--- config.mk ---
export PLATFORM = sky130hd
export DESIGN_NAME = dual_latch_ctrl
export DESIGN_NICKNAME = d
export VERILOG_FILES = /design/src/rtl/dual_latch_ctrl.sv
export SDC_FILE = /design/constraint.sdc
export NUM_CORES = 1
export LEC_CHECK = 0
export ABC_AREA = 1
export CORE_UTILIZATION = 35
export CTS_BUF_LIST = sky130_fd_sc_hd__clkbuf_16
export DETAILED_ROUTE_END_ITERATION = 10
export GPL_TIMING_DRIVEN = 0
export PLACE_DENSITY_LB_ADDON = 0.05
export SLEW_MARGIN = 10
export SYNTH_ARGS = -nofsm -noshare
export SYNTH_HDL_FRONTEND = slang
export SYNTH_SLANG_ARGS = --single-unit
export TNS_END_PERCENT = 30
--- constraint.sdc ---
create_clock -name clk -period 0.8 [get_ports clk]
set_input_delay 0.16 -clock clk [delete_from_list [all_inputs] [get_ports clk]]
set_output_delay 0.16 -clock clk [all_outputs]
set_load 0.05 [all_outputs]
--- src/rtl/dual_latch_ctrl.sv ---
module dual_latch_ctrl #(
  parameter int DW = 10
) (
  input  logic          clk,
  input  logic          rst_n,
  input  logic          cmd_valid,
  input  logic [DW+5:0] cmd_word,
  output logic [DW-1:0] lat_a,
  output logic [DW-1:0] lat_b,
  output logic [DW-1:0] stage_b,
  output logic [1:0]    ref_sel,
  output logic          fast_mode,
  output logic          pwr_down,
  output logic [DW-1:0] out_code_a,
  output logic [DW-1:0] out_code_b
);
  localparam int WW   = DW + 6;
  localparam int P_HI = WW - 1;
  localparam int P_SP = WW - 2;
  localparam int P_PD = WW - 3;
  localparam int P_LO = WW - 4;

  logic [1:0]    sel;
  logic [DW-1:0] data;

  assign sel  = {cmd_word[P_HI], cmd_word[P_LO]};
  assign data = cmd_word[DW+1:2];

  always_ff @(posedge clk or negedge rst_n) begin
    if (!rst_n) begin
      lat_a     <= '0;
      lat_b     <= '0;
      stage_b   <= '0;
      ref_sel   <= 2'b00;
      fast_mode <= 1'b0;
      pwr_down  <= 1'b0;
    end else if (cmd_valid) begin
      fast_mode <= cmd_word[P_SP];
      pwr_down  <= cmd_word[P_PD];
      case (sel)
        2'b00: begin
          lat_b   <= data;
          stage_b <= data;
        end
        2'b01: stage_b <= data;
        2'b10: begin
          lat_a <= data;
          lat_b <= stage_b;
        end
        default: ref_sel <= cmd_word[1:0];
      endcase
    end
  end

  assign out_code_a = pwr_down ? '0 : lat_a;
  assign out_code_b = pwr_down ? '0 : lat_b;

  p_a_kept_r2: assert property (@(posedge clk) disable iff (!rst_n)
    (cmd_valid && sel != 2'b10) |=> $stable(lat_a));

  p_latches_kept_r3: assert property (@(posedge clk) disable iff (!rst_n)
    (cmd_valid && sel == 2'b01) |=> ($stable(lat_a) && $stable(lat_b)));

  p_b_from_stage_r4: assert property (@(posedge clk) disable iff (!rst_n)
    (cmd_valid && sel == 2'b10) |=> (lat_b == $past(stage_b) && $stable(stage_b)));

  p_ref_kept_r5: assert property (@(posedge clk) disable iff (!rst_n)
    (cmd_valid && sel != 2'b11) |=> $stable(ref_sel));

  p_quiet_r9: assert property (@(posedge clk) disable iff (!rst_n)
    !cmd_valid |=> ($stable(lat_a) && $stable(lat_b) && $stable(stage_b)
                    && $stable(ref_sel) && $stable(fast_mode) && $stable(pwr_down)));
endmodule

==> reports/results.txt <==
Post-Place Cell Area: 2555 um2
Max Clk Rate: 0.7437 GHz
largest area contributor in the netlist: dfrtp_1
TNS Setup: -23060 ps
DR vias/cell: 4.532
Die Ht: 68.72 um
ant diodes: 0
fin crit period: 1345 ps
Final Cell Area: 2844 um2
CP bufs+invs: 2
clk_lat worst skew: 280 ps
Compound-Gate Fraction of Synth Area: 7.711%
Setup crit start kind: register
I/O pin count: 73
drt drc: 0
Pwr Density: 2497 nW/um2
failing checks: hold timing, setup timing
largest family of logic cells by synthesized area: simple AND/OR/NAND/NOR gates
class of the worst hold path: primary input to async pin
Die W: 68.72 um
max_slew headroom: 50.79%
Pwr Total: 7.101 mW
CP Cell Sequence: clkbuf_16 > nor2_4 > buf_8
CP peak stage delay: 440 ps
HPWL Detailed: 3009 um
CP Class: register to output pin
Setup crit end kind: output pin
flops & latches, synth: 34
Max Root-Sink Buffers: 2
CP Data Required Time: 640 ps
CTS Sinks: 34
CTS buffer count: 5
first-pass GRT wire length: 6603 um
Seq/Total Area, Yosys: 54.62%
Gate Count Post-Synth: 212
Slew Limit Fails: 0
Antenna Nets Post-Route: 0
DR vias: 1568
adder-cell share of the synthesized area: 0%
Root Driver: clkbuf_16
routed len/inst: 12.02 um
Starting Density: 37.59%
final RePlAce weighted congestion: 0.7547
# Max-Cap Violations: 0
fill count: 369
syn nets: 231
PortBufs: 72
status: finished, violations left
Post-Syn Area: 1558 um2
FF-to-FF setup slack: -90 ps
global-route usage over all layers: 20.10%
CTS tree: done
Synth warnings: 0
Syn-to-layout area delta: 82.57%
Avg Cell Area, Syn: 7.348 um2
clk_skew: 3.814 ps
Core Region: 4144 um2
level count of the clock H-tree: 2
fin crit share: 168.1%
mux contribution to synthesized area: 0%
Worst-Margin Slew: 738.1 ps
initial drt markers: 87
Post-Synth XOR/XNOR Area: 0%
post-synth top area share: 54.62%
drt pass-1 iters: 4
Core Rows: 23
unique cell type count in the Yosys netlist: 10
largest net degree at the start of global routing: 35
crit-path leading delay family: flip-flops
Pleak: 1.397 nW
Fin Hold WS: -57.34 ps
post-synthesis simple-gate area fraction: 26.43%
ratio of cells with drive above 1 in the final layout: 40.20%
grt total ovfl: 0
Worst Reg2Reg Path Length in Cells: 5
antenna violations before repair: 0
DIE AREA: 4722 um2
crit path max fanout: 10
Reg clk slew, reported paths: 50 ps
Slowest-stage cell, CP: dfrtp_2
final net count: 314
crit path DAT: 1180 ps
RSZ-0062 raised after global routing: true
PnR worst setup slack: -544.7 ps
final setup violating endpoints: 74
number of global-route vias before repair: 1433
Fin. Hold Viols: 34
DRT Wirelength: 4160 um
CP Depth: 3
VDD IR max: 0.001294 V
ranking of synthesized cells by area: dfrtp_1 (55%), nand2_1 (16%), nor2_1 (9.6%)
## registers in the layout (all words and copies together), names as in the netlist
register	count
fast_mode	1
lat_a	10
lat_b	10
pwr_down	1
ref_sel	2
stage_b	10
## layer usage
metal	vias to the layer above	track usage [%]	wire, um
met2	54	32.84	2039
met4	0	11.48	70
met3	6	3.947	231
met5	-	0	0
met1	717	24.69	1818
li1	791	-	-
## layout by cell type (no fill, tap or decap)
| master | count |
|---|---|
| o21ai_0 | 10 |
| nor2_4 | 20 |
| clkdlybuf4s50_1 | 15 |
| buf_8 | 8 |
| clkbuf_2 | 1 |
| dfrtp_1 | 13 |
| clkbuf_16 | 7 |
| dlygate4sd2_1 | 1 |
| buf_2 | 4 |
| nand2_2 | 2 |
| nor2_1 | 20 |
| nand3_1 | 2 |
| inv_1 | 38 |
| nand2_1 | 65 |
| o21ai_1 | 13 |
| buf_6 | 32 |
| buf_4 | 6 |
| dfrtp_2 | 21 |
| inv_2 | 1 |
| clkdlybuf4s15_2 | 15 |
| clkbuf_8 | 1 |
| o21ai_2 | 1 |
## report_power, final
part	leakage (nW)	switching, mW	total [mW]	internal (mW)
clock	0.0776	0.661	1.78	1.12
sequential	0.398	0.213	2.21	2.00
combinational	0.922	2.01	3.11	1.10
## final cells by class
cell class              instances  area [um2]  share of cell area [%]
flip-flops and latches         34       877.1                   30.84
repair buffers                 76       830.8                   29.21
clock buffers                   5       125.1                   4.399
inverters                      36       135.1                   4.751
multi-input cells             133       690.7                   24.29
clock inverters                 3       11.26                  0.3960
plain buffers                   9       111.4                   3.916
well taps                      50       62.56                   2.200
## per-stage QoR
| step | util (%) | worst slack, ps | hold slack (ps) | cells |
|---|---|---|---|---|
| 2_1_floorplan | - | -390.9 | -135.6 | 212 |
| 3_3_place_gp | 61.78 | -1265 | 477.3 | 334 |
| 3_5_place_dp | 61.65 | -879.8 | 270.7 | 334 |
| 4_1_cts | 67.54 | -556.4 | -30.44 | 346 |
| 5_1_grt | 68.63 | -576.3 | 14.83 | 346 |
| 6_report | 68.63 | -544.7 | -57.34 | 346 |
## timing repair
item	4_1_cts	5_1_grt
gates resized for setup	293	64
endpoints found under the hold margin	34	0
setup endpoints to repair	86	86
setup buffers	4	0
## final timing paths
path | start | to
setup / recovery | pwr_down$_DFFE_PN0P_ | out_code_a[9]
hold / removal | rst_n | lat_a[2]$_DFFE_PN0P_
setup reg to reg | stage_b[1]$_DFFE_PN0P_ | lat_b[1]$_DFFE_PN0P_
hold reg to reg | lat_b[3]$_DFFE_PN0P_ | lat_b[3]$_DFFE_PN0P_
max in group asynchronous | rst_n | lat_b[3]$_DFFE_PN0P_
min in group clk | cmd_valid | pwr_down$_DFFE_PN0P_
## cells by family (layout without fill, tap and decap cells)
logic type      after synthesis  count (layout)
buf+inv                      45             129
compound gates               24              24
flops                        34              34
simple gates                109             109
## synthesized netlist by cell type
cell type / n
buf_2: 4
clkbuf_1: 4
clkbuf_2: 1
dfrtp_1: 34
inv_1: 36
nand2_1: 67
nand3_1: 2
nor2_1: 40
o21ai_0: 14
o21ai_1: 10
(Power assumes the default switching activity.)
